## src/rtl/idle_gap_pkg.sv

```systemverilog
`timescale 1ns/1ps
package idle_gap_pkg;

  localparam int GAP_MAX = 4;
  localparam int GAP_W   = $clog2(GAP_MAX + 1);

  typedef logic [GAP_W-1:0] gap_t;

  typedef enum logic [1:0] {
    RATIO_4TO1 = 2'd0,
    RATIO_3TO1 = 2'd1,
    RATIO_2TO1 = 2'd2,
    RATIO_1TO1 = 2'd3
  } ratio_e;

  // strobes from control to datapath
  typedef struct packed {
    logic clrIdle;   // previous access completed: restart idle count
    logic stepIdle;  // bus idle this cycle: advance idle count
    logic capDir;    // grant: remember direction of access in flight
  } idleStrobe_t;

  function automatic gap_t calcGap(input logic prevWr, input logic nextWr,
                                   input logic cont, input logic wm,
                                   input logic [1:0] idleSel, input ratio_e ratio);
    gap_t idleVal;
    gap_t floorVal;
    idleVal = (idleSel == 2'd3) ? gap_t'(GAP_MAX) : gap_t'(idleSel);
    if (cont)
      floorVal = (wm && idleSel == 2'd0) ? gap_t'(0) : gap_t'(1);
    else if (!prevWr && nextWr)
      floorVal = (ratio == RATIO_1TO1) ? gap_t'(4) : gap_t'(3);
    else
      floorVal = (wm && (prevWr || nextWr)) ? gap_t'(0) : gap_t'(1);
    return (idleVal > floorVal) ? idleVal : floorVal;
  endfunction

endpackage

```

## src/rtl/idle_gap_fsm.sv

```systemverilog
`timescale 1ns/1ps
module idle_gap_fsm
  import idle_gap_pkg::*;
(
  input  logic        clk,
  input  logic        rstN,
  input  logic        reqValid,
  input  logic        accDone,
  input  logic        gapMet,
  output logic        reqGrant,
  output logic        busBusy,
  output idleStrobe_t strobe
);

  logic busyQ;
  logic hasPrevQ;

  always_comb begin
    reqGrant        = reqValid && !busyQ && (!hasPrevQ || gapMet);
    strobe.clrIdle  = busyQ && accDone;
    strobe.stepIdle = !busyQ && hasPrevQ;
    strobe.capDir   = reqGrant;
  end

  always_ff @(posedge clk) begin
    if (!rstN) begin
      busyQ    <= 1'b0;
      hasPrevQ <= 1'b0;
    end else if (reqGrant) begin
      busyQ <= 1'b1;
    end else if (busyQ && accDone) begin
      busyQ    <= 1'b0;
      hasPrevQ <= 1'b1;
    end
  end

  assign busBusy = busyQ;

endmodule

```

## src/rtl/idle_gap_dp.sv

```systemverilog
`timescale 1ns/1ps
module idle_gap_dp
  import idle_gap_pkg::*;
(
  input  logic        clk,
  input  logic        rstN,
  input  idleStrobe_t strobe,
  input  logic        reqWrite,
  input  logic        reqCont,
  input  logic        waitMode,
  input  logic [1:0]  idleSel,
  input  ratio_e      ratio,
  output logic        gapMet
);

  localparam gap_t GAP_SAT = gap_t'(GAP_MAX);

  gap_t idleCnt;
  gap_t needGap;
  logic prevWrQ;

  always_comb begin
    needGap = calcGap(prevWrQ, reqWrite, reqCont, waitMode, idleSel, ratio);
    gapMet  = (idleCnt >= needGap);
  end

  always_ff @(posedge clk) begin
    if (!rstN) begin
      idleCnt <= '0;
      prevWrQ <= 1'b0;
    end else begin
      if (strobe.clrIdle)
        idleCnt <= '0;
      else if (strobe.stepIdle && idleCnt < GAP_SAT)
        idleCnt <= idleCnt + gap_t'(1);
      if (strobe.capDir)
        prevWrQ <= reqWrite;
    end
  end

endmodule

```

## src/rtl/idle_gap_ctrl.sv

```systemverilog
`timescale 1ns/1ps
module idle_gap_ctrl
  import idle_gap_pkg::*;
(
  input  logic       clk,
  input  logic       rstN,
  input  logic       waitMode,
  input  logic [1:0] idleSel,
  input  logic [1:0] ratioSel,
  input  logic       reqValid,
  input  logic       reqWrite,
  input  logic       reqCont,
  output logic       reqGrant,
  input  logic       accDone,
  output logic       busBusy
);

  idleStrobe_t strobe;
  logic        gapMet;
  ratio_e      ratio;

  assign ratio = ratio_e'(ratioSel);

  idle_gap_fsm u_fsm (
    .clk      (clk),
    .rstN     (rstN),
    .reqValid (reqValid),
    .accDone  (accDone),
    .gapMet   (gapMet),
    .reqGrant (reqGrant),
    .busBusy  (busBusy),
    .strobe   (strobe)
  );

  idle_gap_dp u_dp (
    .clk      (clk),
    .rstN     (rstN),
    .strobe   (strobe),
    .reqWrite (reqWrite),
    .reqCont  (reqCont),
    .waitMode (waitMode),
    .idleSel  (idleSel),
    .ratio    (ratio),
    .gapMet   (gapMet)
  );

endmodule

```

## config.mk

```make
export PLATFORM = sky130hd
export DESIGN_NAME = idle_gap_ctrl
export DESIGN_NICKNAME = d
export VERILOG_FILES = /design/src/rtl/idle_gap_pkg.sv /design/src/rtl/idle_gap_fsm.sv /design/src/rtl/idle_gap_dp.sv /design/src/rtl/idle_gap_ctrl.sv
export SDC_FILE = /design/constraint.sdc
export NUM_CORES = 1
export LEC_CHECK = 0
export BUFFER_PORTS_ARGS = -buffer_cell sky130_fd_sc_hd__buf_2
export CAP_MARGIN = 0
export CORE_AREA = 10 10 47 49
export DETAILED_ROUTE_END_ITERATION = 12
export DIE_AREA = 0 0 57 59
export GPL_TIMING_DRIVEN = 0
export PLACE_DENSITY = 0.65
export SYNTH_ARGS = -nofsm -noshare
export SYNTH_HDL_FRONTEND = slang
export SYNTH_SLANG_ARGS = --single-unit
export TNS_END_PERCENT = 1
```

## constraint.sdc

```tcl
create_clock -name clk -period 3.1 [get_ports clk]
set_input_delay 0.465 -clock clk [delete_from_list [all_inputs] [get_ports clk]]
set_output_delay 0.465 -clock clk [all_outputs]
set_load 0.02 [all_outputs]
```

==> results.md <==
- Status: completed
- Distinct cells, synth: 22
- Most frequent cells in the layout: 10 x buf_2, 6 x inv_1, 6 x nand2_1
- Clk_skew: 0.004612 ns
- Routed length on met1: 488 µm
- Worst relative slew slack: 0.8339
- Ant. Diodes: 0
- Combinational power share: 0.358
- Pwr Density: between 300 and 400 mW/mm²
- Share of cells above drive strength 1: 0.4400
- Routed wire length: between 1 and 1.5 mm
- Number of global-route vias before repair: 481
- Die Area: 0.003363 mm²
- Aggregate global routing overflow: 0
- Port buffer count: 12
- Post-synth top area cell: dfxtp_1
- Top Layer Used: met4
- CTS Sinks: 6
- Initial antenna violation count: 0
- Endpoints failing setup: 0
- Die Ht: 59 µm
- Clock Path Buffers: 2
- Yosys warning total: 0
- Worst Slack Setup Final: 0.04636 ns
- Final Core Density: 0.4938
- Sw Pwr: 76.50 µW
- Area growth from synthesis to layout: 42.89%
- I/O pins: 13
- Tcrit/Tclk final: 0.9850
- Min-Delay Path Class: register to register
- Syn nets: 75
- FMAX: 327.5 MHz
- Min Hold Slack: approximately 0.48 ns
- Std-Cell Rows: 14
- Met2 wire length: 591 µm
- RSZ-0062 raised after global routing: yes
- Crit Path Class: input port to output pin
- Vias: 463
- CTS tree: built
- Critical Path AT: about 2.6 ns
- Htree depth: 1
- Most common cell after layout, fill and taps aside: buf_2
- Largest net degree at the start of global routing: 7
- Clock power frac: 0.296
- Drt drc: 0
- #FFs+latches synth: 6
- Worst-Margin Slew: 0.2492 ns
- DP Worst Slack: -0.2127 ns
- Area of the mapped netlist: just under 500 µm²
- Synth Instances: 57
- Root Driver: clkbuf_4
- Clock Latency Late Sink: 0.25 ns
- Initial Util: 0.3455
- DR WL/cell: approximately 13 µm
- Register area share after synthesis: 0.2481
- Critical-path maximum fanout: 3
- Wire length on met3: 52 µm
- Final-report max-slew violation count: 0
- Crit start category: input port
- Worst vdd ir: 0.2275 mV
- Sw Share: 0.3093
- Setup slack, reg-to-reg: ~0.48 ns
- Nets: 95
- LEAKAGE: 0.3116 nW
- Total track usage: 0.06908
- Gpl congestion: 0.6807
- Global-route wire length before repair: 1.849 mm
- Synth top area cells: dfxtp_1 25%, ha_1 18%, mux2i_1 10%
- Crit. End Element: output pin
- Placed wire-length estimate: 853.6 µm
- Max Cap Violations: 0
- Internal power: roughly 170 µW
- Core ar.: 0.001401 mm²
- Num CTS Buffers: 3
- Drt first pass iters: 3
- Vias/cell: 5.088
- Sequential share of power: 0.346
- WP data required: 2.63 ns
- Final hold vios: 0
- Area share of the largest cell type after synthesis: 0.2481
- Drt first-iter violations: 5
- ANT nets after route: 0
- Die W: 57 µm
- Crit path time final: 3.054 ns
- Syn Area/Cell: 8.495 µm²
- Worst-path clk slew: 0.04 ns
layout make-up:
type,instances,area [µm²]
Inverter,7,26.28
Sequential cell,6,121.4
Fill cell,135,709.4
Timing Repair Buffer,15,107.6
Tap cell,16,20.02
Clock buffer,3,22.52
Multi-Input combinational cell,44,394.1
flip-flops by register name, indices dropped and copies added (netlist names):
register and cells:
u_fsm.busBusy 1, u_dp.prevWrQ 1, u_dp.idleCnt 3, u_fsm.hasPrevQ 1
metrics by stage:
step	total power, mW	cells	cell area, µm²	setup TNS, ns
finish	0.2473	91	691.9	0
global route	0.2648	91	691.9	-0.08405
CTS	0.2506	91	678.2	0
detailed placement	0.1537	85	564.3	-0.2127
global placement	0.1512	85	564.3	-0.2056
floorplan	0.1342	57	484.2	0
logic make-up after synthesis:
group,after synthesis,share of synthesized area
AND/OR/NAND/NOR,22,0.2377
AO/OA/AOI/OAI,9,0.1576
buffers and inverters,7,0.05427
adder cells (fa/ha/maj),7,0.1809
flip-flops,6,0.2481
multiplexers,5,0.1034
XOR/XNOR,1,0.01809
routing by layer:
metal  GRT usage  up-vias
met4     0.05034        0
met5           0        -
met1     0.06517      216
met3     0.02790        2
met2      0.1194       10
li1            -      235
power by group through the flow:
stage	clock [mW]	combinational (mW)	sequential, mW
floorplan	0	0.0468	0.0874
global placement	0	0.0648	0.0865
detailed placement	0	0.0672	0.0865
CTS	0.0790	0.0864	0.0853
global route	0.0813	0.0976	0.0860
finish	0.0732	0.0885	0.0856
path summary, 6_finish.rpt:
| kind | startpoint | endpoint | cells past startpoint |
|---|---|---|---|
| worst max-delay path | reqCont | reqGrant | 14 |
| worst min-delay path | u_dp.prevWrQ | u_dp.prevWrQ | 2 |
| worst max register to register | u_dp.prevWrQ | u_fsm.busBusy | 14 |
| worst min register to register | u_dp.prevWrQ | u_dp.prevWrQ | 2 |
worst max-delay path, cell delays in order:
cell      delay [ns]
buf_6           0.10
nor2_2          0.10
nand2_2         0.09
nor2_4          0.10
inv_2           0.07
ha_4            0.28
nor2b_4         0.15
a221oi_4        0.07
a31oi_2         0.22
mux2i_1         0.23
ha_1            0.25
o211ai_1        0.21
a21oi_2         0.10
buf_6           0.14
synthesized netlist by cell type:
master / count
ha_1: 7
inv_1: 7
nand2_1: 7
dfxtp_1: 6
nor2_1: 6
mux2i_1: 5
a21oi_1: 2
nand3_1: 2
nor2b_1: 2
a211oi_1: 1
a21boi_0: 1
a221oi_2: 1
a31oi_2: 1
a32oi_1: 1
and2_1: 1
nand2b_1: 1
nand3b_1: 1
nor2b_4: 1
nor3_2: 1
o211ai_1: 1
o21a_1: 1
xnor2_1: 1
timing repair:
action / in CTS / in global routing
cloned: 0 / 0
setup buffers: 3 / 0
hold buffers: 0 / 0
pin swaps: 8 / 6
endpoints found under the setup margin: 1 / 1
gates resized for setup: 12 / 4
No activity file was read; power rests on OpenSTA's default activity.
